[src/rtl/apred_pkg.sv]
package apred_pkg;
  typedef enum logic {
    PLACE_FAR  = 1'b0,
    PLACE_NEAR = 1'b1
  } place_e;
endpackage

[src/rtl/apred_table.sv]
module apred_table #(
  parameter int IDX_W  = 4,
  parameter int TAG_W  = 12,
  parameter int CORE_W = 2,
  parameter int CNT_W  = 3
) (
  input  logic              clk_i,
  input  logic              rst_ni,
  input  logic [IDX_W-1:0]  idx_i,
  input  logic              wr_en_i,
  input  logic [TAG_W-1:0]  wr_tag_i,
  input  logic [CORE_W-1:0] wr_core_i,
  input  logic [CNT_W-1:0]  wr_cnt_i,
  output logic              rd_vld_o,
  output logic [TAG_W-1:0]  rd_tag_o,
  output logic [CORE_W-1:0] rd_core_o,
  output logic [CNT_W-1:0]  rd_cnt_o
);
  localparam int ENTRIES = 1 << IDX_W;

  logic [ENTRIES-1:0] vld_q;
  logic [TAG_W-1:0]   tag_q  [ENTRIES];
  logic [CORE_W-1:0]  core_q [ENTRIES];
  logic [CNT_W-1:0]   cnt_q  [ENTRIES];

  for (genvar e = 0; e < ENTRIES; e++) begin : g_entry
    logic sel;
    assign sel = wr_en_i && (idx_i == IDX_W'(e));

    always_ff @(posedge clk_i or negedge rst_ni) begin
      if (!rst_ni) vld_q[e] <= 1'b0;
      else if (sel) vld_q[e] <= 1'b1;
    end

    // payload needs no reset: guarded by vld_q
    always_ff @(posedge clk_i) begin
      if (sel) begin
        tag_q[e]  <= wr_tag_i;
        core_q[e] <= wr_core_i;
        cnt_q[e]  <= wr_cnt_i;
      end
    end
  end

  assign rd_vld_o  = vld_q[idx_i];
  assign rd_tag_o  = tag_q[idx_i];
  assign rd_core_o = core_q[idx_i];
  assign rd_cnt_o  = cnt_q[idx_i];
endmodule

[src/rtl/apred_train.sv]
module apred_train
  import apred_pkg::*;
#(
  parameter int TAG_W  = 12,
  parameter int CORE_W = 2,
  parameter int CNT_W  = 3
) (
  input  logic [TAG_W-1:0]  req_tag_i,
  input  logic [CORE_W-1:0] req_core_i,
  input  logic [CNT_W-1:0]  thresh_i,
  input  logic              rd_vld_i,
  input  logic [TAG_W-1:0]  rd_tag_i,
  input  logic [CORE_W-1:0] rd_core_i,
  input  logic [CNT_W-1:0]  rd_cnt_i,
  output logic              hit_o,
  output logic [CNT_W-1:0]  nxt_cnt_o,
  output place_e            place_o
);
  localparam logic [CNT_W-1:0] CNT_MAX = '1;

  logic same_core;
  logic [CNT_W-1:0] inc_cnt;

  assign hit_o     = rd_vld_i && (rd_tag_i == req_tag_i);
  assign same_core = hit_o && (rd_core_i == req_core_i);
  assign inc_cnt   = (rd_cnt_i == CNT_MAX) ? CNT_MAX : rd_cnt_i + CNT_W'(1);

  always_comb begin
    if (same_core) begin
      nxt_cnt_o = inc_cnt;
      place_o   = (inc_cnt > thresh_i) ? PLACE_NEAR : PLACE_FAR;
    end else begin
      // miss or owner change: restart the run
      nxt_cnt_o = CNT_W'(1);
      place_o   = PLACE_FAR;
    end
  end
endmodule

[src/rtl/atomic_place_pred.sv]
module atomic_place_pred
  import apred_pkg::*;
#(
  parameter int ADDR_W = 16,
  parameter int IDX_W  = 4,
  parameter int CORE_W = 2,
  parameter int CNT_W  = 3
) (
  input  logic              clk_i,
  input  logic              rst_ni,
  input  logic              req_valid_i,
  input  logic [ADDR_W-1:0] req_addr_i,
  input  logic [CORE_W-1:0] req_core_i,
  input  logic [CNT_W-1:0]  thresh_i,
  output logic              dec_valid_o,
  output logic              dec_near_o
);
  localparam int TAG_W = ADDR_W - IDX_W;

  logic [IDX_W-1:0]  idx;
  logic [TAG_W-1:0]  tag;
  logic              rd_vld;
  logic [TAG_W-1:0]  rd_tag;
  logic [CORE_W-1:0] rd_core;
  logic [CNT_W-1:0]  rd_cnt;
  logic              hit;
  logic [CNT_W-1:0]  nxt_cnt;
  place_e            place;

  assign idx = req_addr_i[IDX_W-1:0];
  assign tag = req_addr_i[ADDR_W-1:IDX_W];

  apred_table #(
    .IDX_W(IDX_W), .TAG_W(TAG_W), .CORE_W(CORE_W), .CNT_W(CNT_W)
  ) u_table (
    .clk_i    (clk_i),
    .rst_ni   (rst_ni),
    .idx_i    (idx),
    .wr_en_i  (req_valid_i),
    .wr_tag_i (tag),
    .wr_core_i(req_core_i),
    .wr_cnt_i (nxt_cnt),
    .rd_vld_o (rd_vld),
    .rd_tag_o (rd_tag),
    .rd_core_o(rd_core),
    .rd_cnt_o (rd_cnt)
  );

  apred_train #(
    .TAG_W(TAG_W), .CORE_W(CORE_W), .CNT_W(CNT_W)
  ) u_train (
    .req_tag_i (tag),
    .req_core_i(req_core_i),
    .thresh_i  (thresh_i),
    .rd_vld_i  (rd_vld),
    .rd_tag_i  (rd_tag),
    .rd_core_i (rd_core),
    .rd_cnt_i  (rd_cnt),
    .hit_o     (hit),
    .nxt_cnt_o (nxt_cnt),
    .place_o   (place)
  );

  always_ff @(posedge clk_i or negedge rst_ni) begin
    if (!rst_ni) begin
      dec_valid_o <= 1'b0;
      dec_near_o  <= 1'b0;
    end else begin
      dec_valid_o <= req_valid_i;
      dec_near_o  <= req_valid_i && (place == PLACE_NEAR);
    end
  end
endmodule

[config.mk]
export PLATFORM = sky130hd
export DESIGN_NAME = atomic_place_pred
export DESIGN_NICKNAME = d
export VERILOG_FILES = /design/src/rtl/apred_pkg.sv /design/src/rtl/apred_table.sv /design/src/rtl/apred_train.sv /design/src/rtl/atomic_place_pred.sv
export SDC_FILE = /design/constraint.sdc
export NUM_CORES = 1
export LEC_CHECK = 0
export BUFFER_PORTS_ARGS = -buffer_cell sky130_fd_sc_hd__buf_2
export CAP_MARGIN = 20
export CORE_ASPECT_RATIO = 1.2
export CORE_MARGIN = 2
export CORE_UTILIZATION = 41
export DETAILED_ROUTE_END_ITERATION = 8
export MAX_ROUTING_LAYER = met4
export PLACE_DENSITY_LB_ADDON = 0.05
export SYNTH_ARGS = -nofsm -noshare
export SYNTH_HDL_FRONTEND = slang
export SYNTH_SLANG_ARGS = --single-unit
[constraint.sdc]
create_clock -name clk_i -period 4 [get_ports clk_i]
set_input_delay 1.2 -clock clk_i [delete_from_list [all_inputs] [get_ports clk_i]]
set_output_delay 1.2 -clock clk_i [all_outputs]
set_load 0.05 [all_outputs]
* After elaboration in Yosys (flattened, before gate mapping)
Memory sizes are Yosys's and may differ from the RTL's.
Cells that the tools add are included.
** Storage, ports and cells
- Flip-flop bits (word level) :: 18
- RAM bits :: 272
- Output and inout port bits :: 2
- Logic and storage cells :: 280
- Memories :: 3
** Memory list
- u_table.tag_q :: depth 16, bits a word 12, rd ports 1, clocked after Yosys merged registers in 0, wr ports 1, RTL line apred_table.sv:22 : logic [TAG_W-1:0] tag_q [ENTRIES];
- u_table.cnt_q :: depth 16, bits a word 3, rd ports 1, clocked after Yosys merged registers in 0, wr ports 1, RTL line apred_table.sv:24 : logic [CNT_W-1:0] cnt_q [ENTRIES];
- u_table.core_q :: depth 16, bits a word 2, rd ports 1, clocked after Yosys merged registers in 0, wr ports 1, RTL line apred_table.sv:23 : logic [CORE_W-1:0] core_q [ENTRIES];
** Cells by class
- $add $sub $neg :: 1
- $lt $le $gt $ge :: 2
- Eq/ne operators :: 18
- Mux-type cells :: 173
- Reductions and logical operators :: 65
** Operators with widths (count)
- $mux 12 :: 15
- $mux 4 :: 45
- $reduce_or 12->1 :: 15
- $mux 1 :: 80
- $mux 3 :: 17
- $reduce_or 3->1 :: 15
- $eq 4x4->1 const B :: 8
- $mux 2 :: 15
- $reduce_or 2->1 :: 15
- $logic_and 1x1->1 :: 19
- $eq 4x3->1 const B :: 4
- $eq 12x12->1 :: 1
- $eq 4x2->1 const B :: 2
- $lt 4x5->1 const B :: 1
- $bmux 1 s4 :: 1
- $eq 4x1->1 const B :: 1
- $logic_not 4->1 :: 1
- $add 3x1->3 const B :: 1
- $eq 3x3->1 const B :: 1
- $gt 3x3->1 :: 1
- $eq 2x2->1 :: 1

* Depth between registers and ports, before layout
- Depth after elaboration :: 20
- Depth in mapped cells :: 15
- Depth with buffers taken out :: 11

* Cells and area by module
A second synthesis with hierarchy kept.
** Second synthesis, totals
- Cells, all modules :: 529
- Area total of the unflattened synthesis :: 11334.6 µm²
** By module, submodules not included
- apred_table :: instances 1, cells an instance 483, area an instance 10960.5 µm², seq. area each 8568.2 µm²
- apred_train :: instances 1, cells an instance 43, area an instance 317.8 µm², seq. area each 0.0 µm²
- atomic_place_pred :: instances 1, cells an instance 3, area an instance 56.3 µm², seq. area each 50.0 µm²

* Worst setup path before layout
OpenSTA, ideal clock, no wires.
- Kind :: input to register
- Start point :: input port req_addr_i[0]
- End point :: memory u_table.cnt_q[0][1] (data pin)
- Setup time :: 0.392 ns
- Arrival time :: 4.814 ns
- Required time :: 3.608 ns
- Setup slack :: -1.206 ns
- Stages :: 10
- Buffers on the path :: 5
- Cells stage by stage :: buf_4 buf_4 buf_4 buf_2 buf_1 mux4_2 mux4_2 ha_1 nand2b_1 nor4b_1
** On the way
- Word-level cells in the longest chain between the ends :: 20
- Elaborated cells on any way between the ends :: 98
** Ends and longest elaborated chain
- from (decl) :: RTL line atomic_place_pred.sv:12 : input logic [ADDR_W-1:0] req_addr_i,
- branches (longest 4 deep; another with $mem_v2 16x3)
- $mux 3 (*) :: RTL line apred_train.sv:29 : if (same_core) begin
- net nxt_cnt[1] :: RTL line atomic_place_pred.sv:27 : logic [CNT_W-1:0] nxt_cnt;
- $mux 3 (no line) (14 in series)
- $mux 3 (no line) (*)
- to (decl) :: RTL line apred_table.sv:24
Mark *: on every way through the listed nets, which the timed path passes. The select of a mux whose other input is x is not followed.

* Worst setup path after layout
- Start point :: input port req_addr_i[0]
- End point :: memory u_table.cnt_q[15][0] (data pin)
Same word-level chain as after synthesis.

==> qor.yml <==
cp-endpoint: "u_table.cnt_q[15][0]"
postPlaceCellArea_mm2: 0.01306
crit_start: "req_addr_i[0]"
fmax_ghz: 0.2744
hold_path_class: "flip-flop to flip-flop"
start_kind: "input port"
worstPathArrival_ns: 3.91
postCtsHoldBufs: 0
place_inst: 1061
fin_crit_ns: 3.644
grt_max_degree: 24
synth_edf_count: 272
layout-drive-gt1-share_pct: 36.67
cts_root_buffer: "clkbuf_16"
cts_resized: 0
gp_congestion: 0.8262
overflow: 0
seq_power_share_pct: 50.3
worstMarginPinSlew_ns: 0.6402
ys.flop_type: "edfxtp_1"
postSynthAreaPerCell_um2: 19.43
multiInputGateArea_mm2: 0.003042
leakage_nw: 4.675
drtIter0Drc: 438
final_antenna_net_count: 0
vias: 6037
ys_warn_count: 0
io_pins: 26
cp-end-kind: "flip-flop"
clock_latency_ns: 0.57
seq_area_mm2: 0.008618
viasPerCell: 5.395
irDropWorstVdd_mv: 0.3405
h-tree-depth: 1
power_density_mw_per_mm2: 482.8
p_int_w: 0.005362
sw_frac_of_total_pct: 21.19
grt_usage_pct: 20.34
fin_crit_sh_pct: 91.09
final_nets: 743
grt_first_pass_wirelength_um: 42950
wl_per_cell_um: 25.38
rsz0062_at_grt: "no"
stdcell_count: 1119
fp.dieH_um: 189.6
die_x_um: 158.7
cts_setup_buffers: 0
utilization_pct: 50.19
finalMaxSlewViolations: 0
outcome: "completed"
pre_cts_slack_ns: -0.2526
start_util_pct: 41.92
critPathKind: "input port to flip-flop"
final_cell_area_mm2: 0.01409
die_area_mm2: 0.03009
clkPwrFrac_pct: 42.4
syn-cell-area_mm2: 0.01177
cts_tree: "done"
max_cap_viol_count: 0
antenna_found_initial: 1
combPwrFrac_pct: 7.4
clk_pin_slew_worst_paths_ns: 0.06
dr.pass1.iters: 6
synth.ff_latch_count: 290
slew_headroom_pct: 56.22
ys_async_sr_fraction_pct: 6.207
dp_hpwl_um: 18370
cts.sink_count: 290
syn_inst: 606
row_count: 67
syn2layout_area_growth_pct: 19.73
drc: 0
io_buffers: 25
cts_max_path_buffers: 3
r2r-start: "u_table.tag_q[7][8]"
path_max_fanout: 20
r2r_end: "u_table.cnt_q[15][0]"
wirelength_um: 28410
final-hold-violation-count: 0
synth_nets: 634
critical_path_required_ns: 4.27
cts_buffers: 31
p_switching_w: 0.001442
fillers: 2302
rrSetupSlack_ns: 1.09
skew_ns: 0.02378
synth_cell_types: 61
setup_violations: 0
r2r_cells: 6
grt_pass1_vias: 6489
seq_area_frac_synth_pct: 73.21
core_mm2: 0.02808
setup_slack_ns: 0.3563
[layout by cell type (no fill, tap or decap), types with 13 or more instances in the layout]
| master | Yosys | layout |
|---|---|---|
| edfxtp_1 | 272 | 272 |
| mux2_2 | 23 | 23 |
| buf_4 | 5 | 70 |
| dfrtp_1 | 18 | 18 |
| mux4_2 | 53 | 53 |
| mux2i_1 | 29 | 29 |
| buf_2 | 12 | 23 |
| or2_2 | 17 | 17 |
| clkbuf_16 | 0 | 31 |
| buf_12 | 1 | 13 |
| xnor2_1 | 13 | 13 |
[registers in the layout, summed over array words and instances, names as in the netlist]
signal	cells
dec_valid_o	1
u_table.cnt_q	48
dec_near_o	1
u_table.vld_q	16
u_table.tag_q	192
u_table.core_q	32
[area by class of cell]
cell class	count	area share [%]
inverter	7	0.1864
sequential	290	61.15
antenna	1	0.01775
clock inverter	23	1.731
timing repair buffer	106	6.391
clock buffer	34	5.584
multi-input combinational	279	21.58
tap	379	3.364
[cell usage after synthesis, drive strengths merged (8+ instances only)]
master,count,area [µm²]
nand2,13,48.80
xnor2,13,113.9
or2,17,106.4
nor3,8,40.04
mux2,23,259.0
dfrtp,18,450.4
nand3,8,40.04
buf,25,173.9
nor2,18,67.56
edfxtp,272,8168
o22ai,11,68.82
mux4,54,1220
mux2i,29,290.3
[layer usage]
layer | routed length [µm] | GRT usage (%) | part of all wire (%)
met3 | 1551 | 2.506 | 5.5
met1 | 12090 | 27.71 | 43
met4 | 656 | 5.509 | 2.3
met2 | 14110 | 32.63 | 50
met5 | 0 | - | 0
[worst min-delay path by stage]
stage	start	endpoint	slack (ns)	cells past startpoint
floorplan	u_table.vld_q[10]	u_table.vld_q[10]	0.43	1
global placement	u_table.vld_q[3]	u_table.vld_q[3]	0.45	1
detailed placement	u_table.vld_q[0]	u_table.vld_q[0]	0.45	1
CTS	u_table.vld_q[3]	u_table.vld_q[3]	0.47	1
global route	u_table.vld_q[10]	u_table.vld_q[10]	0.49	1
finish	u_table.vld_q[3]	u_table.vld_q[3]	0.46	1
[logic make-up (layout without fill, tap and decap cells)]
logic type	Yosys count	count (layout)	share of synthesized area, %
AOI/OAI and AO/OA	56	56	3.603
xor gates and xnor gates	16	16	1.190
adders and majority gates	4	4	0.4251
buffers and inverters	37	170	1.892
DFF	290	290	73.21
muxes	106	106	15.03
other	0	1	0
and+or+nand+nor	97	97	4.655
[power groups by stage]
| stage | Clock (W) | Combinational (W) | Sequential, W |
|---|---|---|---|
| 2_1_floorplan | 0 | 0.000306 | 0.00347 |
| 3_3_place_gp | 0 | 0.000499 | 0.00348 |
| 3_5_place_dp | 0 | 0.000509 | 0.00348 |
| 4_1_cts | 0.00295 | 0.000510 | 0.00342 |
| 5_1_grt | 0.00307 | 0.000544 | 0.00343 |
| 6_report | 0.00288 | 0.000500 | 0.00342 |
[stage by stage]
step	hold slack (ns)	setup TNS (ns)	power, W
2_1_floorplan	0.4337	-0.4408	0.003780
3_3_place_gp	0.4465	-10.25	0.003980
3_5_place_dp	0.4518	-9.606	0.003991
4_1_cts	0.4681	0	0.006885
5_1_grt	0.4908	0	0.007037
6_report	0.4641	0	0.006804
[worst max-delay path: stages]
cell      delay (ns)
buf_4           0.25
buf_12          0.22
nand2b_1        0.27
o22ai_1         0.14
o31ai_1         0.37
buf_4           0.18
o311a_1         0.21
a31oi_1         0.10
a2111o_1        0.33
or4b_4          0.63
No activity file was read; power rests on OpenSTA's default activity.
